[src/rtl/adc_seq_pkg.sv]
package adc_seq_pkg;
  localparam int RES_W = 10;
  localparam int REG_W = 16;
  localparam int PAD_W = REG_W - RES_W;

  typedef enum logic [1:0] {
    SRC_SW  = 2'd0,
    SRC_TMR = 2'd1,
    SRC_EXT = 2'd2,
    SRC_OFF = 2'd3
  } src_e;

  typedef enum logic [1:0] {
    ST_IDLE   = 2'd0,
    ST_LAUNCH = 2'd1,
    ST_WAIT   = 2'd2
  } seq_st_e;
endpackage

[src/rtl/adc_trig_sel.sv]
module adc_trig_sel
  import adc_seq_pkg::*;
(
  input  logic [1:0] src,
  input  logic       sw_go,
  input  logic       tmr_trig,
  input  logic       ext_trig,
  output logic       hit
);
  always_comb begin
    unique case (src_e'(src))
      SRC_SW:  hit = sw_go;
      SRC_TMR: hit = tmr_trig;
      SRC_EXT: hit = ext_trig;
      default: hit = 1'b0;
    endcase
  end
endmodule

[src/rtl/adc_conv_timer.sv]
module adc_conv_timer #(
  parameter int TW = 5
) (
  input  logic          clk,
  input  logic          rst_n,
  input  logic          load,
  input  logic [TW-1:0] len,
  output logic          expired
);
  logic [TW-1:0] cnt_q;

  always_ff @(posedge clk or negedge rst_n) begin
    if (!rst_n)              cnt_q <= '0;
    else if (load)           cnt_q <= len - 1'b1;
    else if (cnt_q != '0)    cnt_q <= cnt_q - 1'b1;
  end

  assign expired = (cnt_q == '0);
endmodule

[src/rtl/adc_result_bank.sv]
module adc_result_bank
  import adc_seq_pkg::*;
#(
  parameter int NCH = 4,
  parameter int CW  = 2
) (
  input  logic             clk,
  input  logic             rst_n,
  input  logic             wr_en,
  input  logic [CW-1:0]    wr_chan,
  input  logic [RES_W-1:0] wr_data,
  input  logic [CW-1:0]    rd_chan,
  output logic [REG_W-1:0] rd_data
);
  logic [REG_W-1:0] regs [NCH];

  for (genvar i = 0; i < NCH; i++) begin : g_ch
    always_ff @(posedge clk or negedge rst_n) begin
      if (!rst_n)
        regs[i] <= '0;
      else if (wr_en && (wr_chan == CW'(i)))
        regs[i] <= {wr_data, {PAD_W{1'b0}}};
    end
  end

  assign rd_data = regs[rd_chan];
endmodule

[src/rtl/adc_seq_ctrl.sv]
module adc_seq_ctrl
  import adc_seq_pkg::*;
#(
  parameter int EIGHT_CH = 0,
  parameter int SLOW_CYC = 20,
  parameter int FAST_CYC = 8,
  localparam int NCH  = (EIGHT_CH != 0) ? 8 : 4,
  localparam int CW   = $clog2(NCH),
  localparam int MAXC = (SLOW_CYC > FAST_CYC) ? SLOW_CYC : FAST_CYC,
  localparam int TW   = $clog2(MAXC + 1)
) (
  input  logic             clk,
  input  logic             rst_n,
  input  logic [1:0]       cfg_src,
  input  logic             cfg_scan,
  input  logic             cfg_fast,
  input  logic [CW-1:0]    cfg_chan,
  input  logic             sw_go,
  input  logic             sw_stop,
  input  logic             tmr_trig,
  input  logic             ext_trig,
  input  logic             irq_clr,
  output logic             busy,
  output logic             irq,
  output logic             core_start,
  output logic [CW-1:0]    core_chan,
  input  logic             core_done,
  input  logic [RES_W-1:0] core_data,
  input  logic [CW-1:0]    rd_chan,
  output logic [REG_W-1:0] rd_data
);
  seq_st_e       st_q;
  logic          busy_q, irq_q;
  logic          cap_scan_q, cap_fast_q;
  logic [CW-1:0] cap_chan_q, cur_q;
  logic          hit, accept, expired, finish, last_ch, irq_set;
  logic [TW-1:0] win_len;

  adc_trig_sel u_trig (
    .src      (cfg_src),
    .sw_go    (sw_go),
    .tmr_trig (tmr_trig),
    .ext_trig (ext_trig),
    .hit      (hit)
  );

  assign win_len = cap_fast_q ? TW'(FAST_CYC) : TW'(SLOW_CYC);

  adc_conv_timer #(.TW(TW)) u_timer (
    .clk     (clk),
    .rst_n   (rst_n),
    .load    (st_q == ST_LAUNCH),
    .len     (win_len),
    .expired (expired)
  );

  assign accept  = hit && (st_q == ST_IDLE);
  assign finish  = (st_q == ST_WAIT) && expired && core_done;
  assign last_ch = (cur_q == cap_chan_q);
  assign irq_set = finish && (!cap_scan_q || last_ch);

  // Sequencing: idle -> launch (start pulse) -> wait window and done -> next
  always_ff @(posedge clk or negedge rst_n) begin
    if (!rst_n) begin
      st_q       <= ST_IDLE;
      busy_q     <= 1'b0;
      cap_scan_q <= 1'b0;
      cap_fast_q <= 1'b0;
      cap_chan_q <= '0;
      cur_q      <= '0;
    end else begin
      if (sw_stop) busy_q <= 1'b0;
      unique case (st_q)
        ST_IDLE: if (accept) begin
          cap_scan_q <= cfg_scan;
          cap_fast_q <= cfg_fast;
          cap_chan_q <= cfg_chan;
          cur_q      <= cfg_scan ? '0 : cfg_chan;
          busy_q     <= 1'b1;
          st_q       <= ST_LAUNCH;
        end
        ST_LAUNCH: st_q <= ST_WAIT;
        ST_WAIT: if (finish) begin
          if (!cap_scan_q || !busy_q || sw_stop) begin
            busy_q <= 1'b0;
            st_q   <= ST_IDLE;
          end else begin
            cur_q <= last_ch ? '0 : cur_q + 1'b1;
            st_q  <= ST_LAUNCH;
          end
        end
        default: st_q <= ST_IDLE;
      endcase
    end
  end

  // Pending interrupt: set has priority over clear
  always_ff @(posedge clk or negedge rst_n) begin
    if (!rst_n)       irq_q <= 1'b0;
    else if (irq_set) irq_q <= 1'b1;
    else if (irq_clr) irq_q <= 1'b0;
  end

  adc_result_bank #(.NCH(NCH), .CW(CW)) u_bank (
    .clk     (clk),
    .rst_n   (rst_n),
    .wr_en   (finish),
    .wr_chan (cur_q),
    .wr_data (core_data),
    .rd_chan (rd_chan),
    .rd_data (rd_data)
  );

  assign busy       = busy_q;
  assign irq        = irq_q;
  assign core_start = (st_q == ST_LAUNCH);
  assign core_chan  = cur_q;
endmodule

[config.mk]
export PLATFORM = sky130hd
export DESIGN_NAME = adc_seq_ctrl
export DESIGN_NICKNAME = d
export VERILOG_FILES = /design/src/rtl/adc_seq_pkg.sv /design/src/rtl/adc_trig_sel.sv /design/src/rtl/adc_conv_timer.sv /design/src/rtl/adc_result_bank.sv /design/src/rtl/adc_seq_ctrl.sv
export SDC_FILE = /design/constraint.sdc
export NUM_CORES = 1
export LEC_CHECK = 0
export BUFFER_PORTS_ARGS = -buffer_cell sky130_fd_sc_hd__buf_2
export CORE_MARGIN = 2
export CORE_UTILIZATION = 45
export CTS_CLUSTER_DIAMETER = 100
export DETAILED_ROUTE_END_ITERATION = 16
export PLACE_DENSITY = 0.77
export SYNTH_ARGS = -nofsm -noshare
export SYNTH_HDL_FRONTEND = slang
export SYNTH_HIERARCHICAL = 1
export SYNTH_SLANG_ARGS = --single-unit
[constraint.sdc]
create_clock -name clk -period 4 [get_ports clk]
set_input_delay 0.2 -clock clk [delete_from_list [all_inputs] [get_ports clk]]
set_output_delay 0.2 -clock clk [all_outputs]
set_load 0.005 [all_outputs]
==> run_results.csv, run 1 <==
group,metric,value,unit
run_status,status,"complete, but fails checks",
run_status,violations,"negative hold slack",
floorplan,fp.dieW,82.4,µm
placement,io_buffers,40,
finish,antenna_cells,0,
worst_setup_path,crit_buf_inv,0,
routing,vias,1606,
power,power_density,568,mW/mm²
floorplan,fp-row-count,28,
cts,cts_sinks,55,
sta,fin_ws,1.31,ns
cts,clk_pin_slew,0.10,ns
job,drv_cap,0,
synthesis,netlist_instances,188,
worst_setup_path,critical_path_class,"flop to flop",
grt,grt_start_max_net_pins,56,
placement,hpwlAfterDp,3.50,mm
grt,grt_pass1_vias,1677,
cts,cts_tree,"built",
sta,fin_crit_sh,0.672,
finish,area_growth,11.6,%
worst_setup_path,reg2reg_depth,6,
routing,dr.pass1.iters,4,
power,p_switching,552,µW
synthesis,yosysUniqueCellTypes,38,
worst_setup_path,worstSetupEndpointType,"flop",
sta,hold_ws,-0.00728,ns
power,p_sw_frac,0.315,
placement,place.gp.congestion,0.723,
cts,ctsHoldBuffers,0,
sta,rsz0062_at_grt,"no",
cts,clkLatencyLatePin,0.31,ns
power,sequentialPowerShare,0.503,
sta,period_minus_slack,2.69,ns
power,pwr-share-comb,0.321,
routing,via_per_inst,5.21,
cts,ctsResizeCount,0,
synthesis,yosys_warnings,6,
synthesis,syn_area_per_cell,14.7,µm²
sta,tns,0,ns
routing,drcViolationCount,0,
sta,setup_viol,0,
finish,fill_cells,510,
placement,pre_cts_slack,1.35,ns
sta,tightest_slew,0.847,ns
power,ir_worst_vdd,0.198,mV
worst_setup_path,reg2reg_from,"u_timer/cnt_q[1]",
synthesis,ys_seq_area_frac,0.498,
synthesis,synthTopCellsByArea,"dfrtp_1, mux2_4, mux2_2",
routing,drt_iter0_drc,104,
finish,utilization,0.521,
routing,wire_per_inst,16.0,µm
sta,maxSlewViolCount,0,
power,p_int,1200,µW
worst_setup_path,crit_chain,"or3_4 > nor3_4 > nand2_1 > nor2_1 > nand3b_1 > mux2_4",
worst_setup_path,r2r_slack,1.31,ns
synthesis,yosysTopAreaCell,"dfrtp_1",
synthesis,syn_area,0.00277,mm²
finish,multi_input_area,0.00131,mm²
power,clock_power_share,0.176,
power,leakagePower,0.00155,µW
routing,postRouteAntennaNets,0,
floorplan,ioPinCount,47,
worst_setup_path,start_kind,"flop",
sta,fmaxAchievable,0.372,GHz
worst_setup_path,crit_fanout,10,
grt,grt_pass1_wl,8.33,mm
grt,grt_usage,0.164,
floorplan,coreArea,0.00592,mm²
floorplan,die_y,82.4,µm
sta,skew,0.00690,ns
finish,nNetsFinal,259,
cts,cts_root_buffer,"clkbuf_8",
floorplan,start_util,0.467,
sta,hold_viol,6,
synthesis,yosysTopAreaCellShare,0.498,
floorplan,die_area,0.00679,mm²
worst_setup_path,cp_slowest_cell,"nand3b_1",
cts,cts_buffer_depth,2,
worst_setup_path,cp.arrival,2.89,ns
routing,routed_wirelength,4.91,mm
worst_setup_path,required,4.20,ns
finish,regArea,0.00138,mm²
cts,numCtsBuffers,5,
worst_setup_path,reg2reg_to,"u_bank/regs[42]",
synthesis,ys_seq_elements,55,
worst_setup_path,crit_family,"simple AND/OR/NAND/NOR gates",
cts,cts_setup_buffers,0,
grt,antenna_found_initial,0,
worst_setup_path,max_stage_delay,0.66,ns
cts,h-tree-depth,2,
min_path,hp-class,"input pin to asynchronous set/reset pin",
grt,grt_overflow,0,
sta,slew_headroom,0.434,
finish,final_layout_size_suffix_gt1_frac,0.476,
[through the flow]
| stage | total power (µW) | hold slack, ns | std cells | cell area [µm²] |
|---|---|---|---|---|
| 4_1_cts | 1770 | 0.0235 | 308 | 3090 |
| 5_1_grt | 1880 | 0.0651 | 308 | 3090 |
| 2_1_floorplan | 1300 | -0.0956 | 196 | 2800 |
| 6_report | 1750 | -0.00728 | 308 | 3090 |
| 3_3_place_gp | 1430 | 0.373 | 300 | 3000 |
| 3_5_place_dp | 1460 | 0.362 | 300 | 3000 |
[worst max-delay path by stage]
stage / start / endpoint / cells after the start
after floorplan: u_timer/cnt_q[1] / u_bank/regs[54] / 7
after global placement: u_timer/cnt_q[1] / u_bank/regs[58] / 6
after detailed placement: u_timer/cnt_q[1] / u_bank/regs[42] / 6
after CTS: u_timer/cnt_q[1] / u_bank/regs[42] / 6
after global routing: u_timer/cnt_q[1] / u_bank/regs[55] / 6
final: u_timer/cnt_q[1] / u_bank/regs[42] / 6
[synthesized netlist by cell type (all sizes together)]
cell and n:
a21o 1, nor2b 4, nor2 4, o31ai 2
a21oi 3, mux2i 7, xor2 3, dfrtp 55
buf 11, inv 4, clkbuf 1, nor3b 5
nand3b 5, mux4 10, and2b 2, nor4 1
nand3 1, or3 1, xnor2 3, ha 1
nand2b 3, conb 2, nand2 5, nor3 2
a22oi 1, mux2 44, o21ba 1, o21ai 6
[metal layers]
layer	GRT usage	part of all wire	vias up
li1	-	-	750
met1	0.220	0.46	828
met2	0.271	0.50	22
met3	0.0261	0.024	6
met4	0.0550	0.015	0
met5	0	0	-
[worst register-to-register path: cells and delay by family (launching register included)]
family           cells  cell delay, ns
DFF                  1            0.41
muxes                1            0.54
and+or+nand+nor      5            1.65
[state kept, by name, indices dropped and copies added, names as in the netlist, 2 cells and up]
| signal | cells |
|---|---|
| cap_chan_q | 2 |
| core_chan | 2 |
| u_timer/cnt_q | 5 |
| u_bank/regs | 40 |
| st_q | 2 |
[power groups by stage]
stage | Clock (µW) | Sequential [µW] | Combinational, µW
final | 309 | 883 | 562
after global routing | 340 | 910 | 629
after CTS | 321 | 883 | 570
after detailed placement | 0 | 891 | 568
after global placement | 0 | 881 | 552
after floorplan | 0 | 848 | 449
[cell families (layout without fill, tap and decap cells)]
logic type      after synthesis  in the layout  synth area share
xor+xnor                      6              6            0.0190
compound gates               14             14            0.0326
fa+ha+maj                     1              1           0.00452
flops                        55             55             0.498
buf+inv                      16             53            0.0416
other cells                   2             10           0.00271
simple gates                 33             33            0.0891
mux                          61             61             0.313
[area by class of cell]
class | count | share of cell area
flip-flops and latches | 55 | 0.446
well taps | 75 | 0.0304
multi-input cells | 125 | 0.423
repair buffers | 41 | 0.0673
inverters | 4 | 0.00486
clock inverters | 2 | 0.00527
clock buffers | 6 | 0.0235
[layout by cell type, fill, tap and decap left out, types with 5 or more instances in the layout]
cell | synthesis | layout
mux2_4 | 20 | 20
conb_1 | 2 | 10
mux2i_1 | 7 | 7
mux4_2 | 10 | 10
o21ai_0 | 5 | 5
clkbuf_8 | 0 | 5
mux2_2 | 22 | 22
buf_2 | 1 | 40
nand2_1 | 5 | 5
nand3b_1 | 5 | 5
dfrtp_1 | 55 | 55
Note: power is estimated with default switching activity, not from simulation.
==> run 2, diff against run 1 <==
--- a/config.mk
+++ b/config.mk
@@ -5,12 +5,13 @@
 export SDC_FILE = /design/constraint.sdc
 export NUM_CORES = 1
 export LEC_CHECK = 0
+export ABC_AREA = 1
 export BUFFER_PORTS_ARGS = -buffer_cell sky130_fd_sc_hd__buf_2
 export CORE_MARGIN = 2
 export CORE_UTILIZATION = 45
 export CTS_CLUSTER_DIAMETER = 100
 export DETAILED_ROUTE_END_ITERATION = 16
-export PLACE_DENSITY = 0.77
+export PLACE_DENSITY = 0.79
 export SYNTH_ARGS = -nofsm -noshare
 export SYNTH_HDL_FRONTEND = slang
 export SYNTH_HIERARCHICAL = 1
==> constraint.sdc (replaced) <==
create_clock -name clk -period 2.2 [get_ports clk]
set_input_delay 0.11 -clock clk [delete_from_list [all_inputs] [get_ports clk]]
set_output_delay 0.11 -clock clk [all_outputs]
set_load 0.005 [all_outputs]
==> run 2 against run 1 <==
Against the previous run: the run now ends clean; via count grew 75%; fmax grew 46%; register-to-register slack lost 0.95 ns; worst hold slack gained 0.027 ns; utilization shrank 0.31 points; non-clock buffer count grew 10; critical endpoint is now u_bank/regs[40]; largest cell class unchanged.
==> run_results.csv, run 2 <==
group,metric,value,unit
run_status,status,"completed",
finish,reg_top3,"u_bank/regs x40, u_timer/cnt_q x5",
sta,setup_viol,0,
sta,maxSlewViolCount,0,
synthesis,yosys_warnings,6,
finish,area_growth,13.2,%
synthesis,synth_simple_gate_area_frac,0.349,
synthesis,ys_seq_area_frac,0.448,
routing,drt_iter0_drc,257,
floorplan,start_util,0.458,
sta,period_minus_slack,1.84,ns
sta,tightest_slew,0.610,ns
grt,use_met2,0.320,
worst_setup_path,cp.arrival,2.04,ns
finish,nNetsFinal,501,
cts,cts_tree,"built",
routing,drcViolationCount,0,
worst_setup_path,required,2.40,ns
sta,tns,0,ns
worst_setup_path,critical_path_class,"flop to flop",
floorplan,fp-row-count,30,
finish,layout_commonest_cell,"nand2_1",
grt,use_met1,0.293,
synthesis,syn_area,0.00308,mm²
synthesis,muxShareOfSynthArea,0,
sta,rsz0062_at_grt,"no",
cts,cts_buffer_depth,2,
synthesis,synth_edf_count,0,
floorplan,coreArea,0.00672,mm²
grt,grt_start_max_net_pins,27,
grt,grt_pass1_vias,2552,
synthesis,yosys-top-cells-count,"nand2_1, inv_1, dfrtp_1",
routing,wire_per_inst,12.8,µm
finish,utilization,0.518,
cts,numCtsBuffers,5,
sta,hold_ws,0.0196,ns
finish,stdcell_count,555,
worst_setup_path,crit_fanout,15,
synthesis,synth_most_common_cell,"nand2_1",
cts,cts_root_buffer,"clkbuf_8",
synthesis,synthAdderAreaFrac,0.00407,
finish,largest_reg_flops,40,
placement,place.gp.congestion,0.891,
sta,skew,0.0103,ns
floorplan,ioPinCount,47,
cts,clkLatencyLatePin,0.31,ns
grt,grt_overflow,0,
synthesis,async_reset_ff_frac,1.00,
synthesis,synth-xor-area-share,0.00570,
sta,hold_viol,0,
synthesis,yosysTopAreaCellShare,0.448,
synthesis,yosysUniqueCellTypes,27,
synthesis,ys.flop_type,"dfrtp_1",
placement,placed_cells,545,
job,drv_cap,0,
power,power_density,1070,mW/mm²
min_path,hp-class,"input pin to flop",
grt,grt_pass1_wl,12.0,mm
routing,postRouteAntennaNets,0,
power,total_power,3720,µW
routing,vias,2803,
cts,cts_setup_buffers,0,
cts,h-tree-depth,2,
cts,cts_sinks,55,
worst_setup_path,worstSetupEndpointType,"flop",
routing,routed_wirelength,7.10,mm
cts,clk_pin_slew,0.09,ns
grt,antenna_found_initial,0,
synthesis,yosysTopAreaCell,"dfrtp_1",
synthesis,ys_seq_elements,55,
finish,antenna_cells,0,
finish,final_layout_size_suffix_gt1_frac,0.162,
floorplan,fp.dieW,86.7,µm
placement,io_buffers,40,
power,leakagePower,0.00198,µW
finish,final_cell_mix,"nand2_1, inv_1, dfrtp_1",
grt,use_met3,0.0286,
routing,dr.pass1.iters,5,
sta,slew_headroom,0.593,
worst_setup_path,start_kind,"flop",
routing,via_per_inst,5.05,
synthesis,netlist_instances,433,
finish,top_register,"u_bank/regs",
synthesis,synthTopCellsByArea,"dfrtp_1, nand2_1, inv_1",
floorplan,die_area,0.00751,mm²
placement,hpwlAfterDp,5.11,mm
sta,fmaxAchievable,0.543,GHz
synthesis,synth_compound_area_frac,0.0452,
floorplan,die_y,86.7,µm
synthesis,synth_top_family_by_area,"simple AND/OR/NAND/NOR gates",
power,ir_worst_vdd,0.597,mV
sta,fin_crit_sh,0.838,
grt,busiest_layer,"met2",
grt,grt_usage,0.200,
synthesis,syn_area_per_cell,7.10,µm²
==> run 2: cell count changes after synthesis, sizes merged, moves of 16 or more <==
cell / change
inv: +77
nand4: +21
mux2: -44
nand2: +159
nand3: +44
o21ai: +16
==> run 2: worst paths after layout <==
kind | end | depth (start not counted) | from | slack, ns
min | cap_fast_q | 3 | cfg_fast | 0.02
max in group asynchronous | irq | 3 | rst_n | 1.42
min reg2reg | u_bank/regs[45] | 2 | u_bank/regs[45] | 0.48
min in group asynchronous | u_bank/regs[62] | 2 | rst_n | 0.23
max | u_bank/regs[40] | 9 | u_timer/cnt_q[3] | 0.36
max reg2reg | u_bank/regs[40] | 9 | u_timer/cnt_q[3] | 0.36
==> run 2: through the flow <==
| step | cell area, µm² | setup WS, ns |
|---|---|---|
| 2_1_floorplan | 3100 | 0.547 |
| 3_3_place_gp | 3340 | 0.498 |
| 3_5_place_dp | 3340 | 0.388 |
| 4_1_cts | 3480 | 0.372 |
| 5_1_grt | 3480 | 0.146 |
| 6_report | 3480 | 0.357 |
==> run 2: timing repair <==
item / CTS / global route
endpoints found under the hold margin: 15 / 0
gates resized for setup: 0 / 0
hold buffers: 2 / 0
==> run 2: power breakdown <==
group	leakage (µW)	internal (µW)	total, µW	switching [µW]
Combinational	0.00119	533	1450	912
Clock	0.0000618	375	707	332
Sequential	0.000729	1330	1570	238
Total	0.00198	2240	3720	1480
==> run 2: metal layers <==
metal,vias up,routed length [µm]
met2,100,3300
met5,-,0
met1,1309,3400
met3,6,352
met4,0,39
li1,1388,-
==> run 2: worst max-delay path, stage by stage, from the launching register on <==
cell     delay (ns)
dfrtp_1        0.39
nor2_1         0.12
nand3_1        0.13
inv_1          0.09
nand2_1        0.11
nor2_2         0.18
buf_4          0.23
nand3_2        0.27
nand2_1        0.16
nand2_1        0.06
==> run 2: logic make-up after synthesis <==
logic type	after synthesis
buffers and inverters	105
xor gates and xnor gates	2
other	2
DFF	55
AOI/OAI and AO/OA	25
and+or+nand+nor	243
adders and majority gates	1
==> run 2: area by class of cell <==
class / instances / area (µm²)
inverters: 82 / 310
multi-input cells: 279 / 1270
clock inverters: 2 / 38.8
clock buffers: 6 / 82.6
repair buffers: 51 / 300
well taps: 80 / 100
flip-flops and latches: 55 / 1380
fillers: 648 / 3240
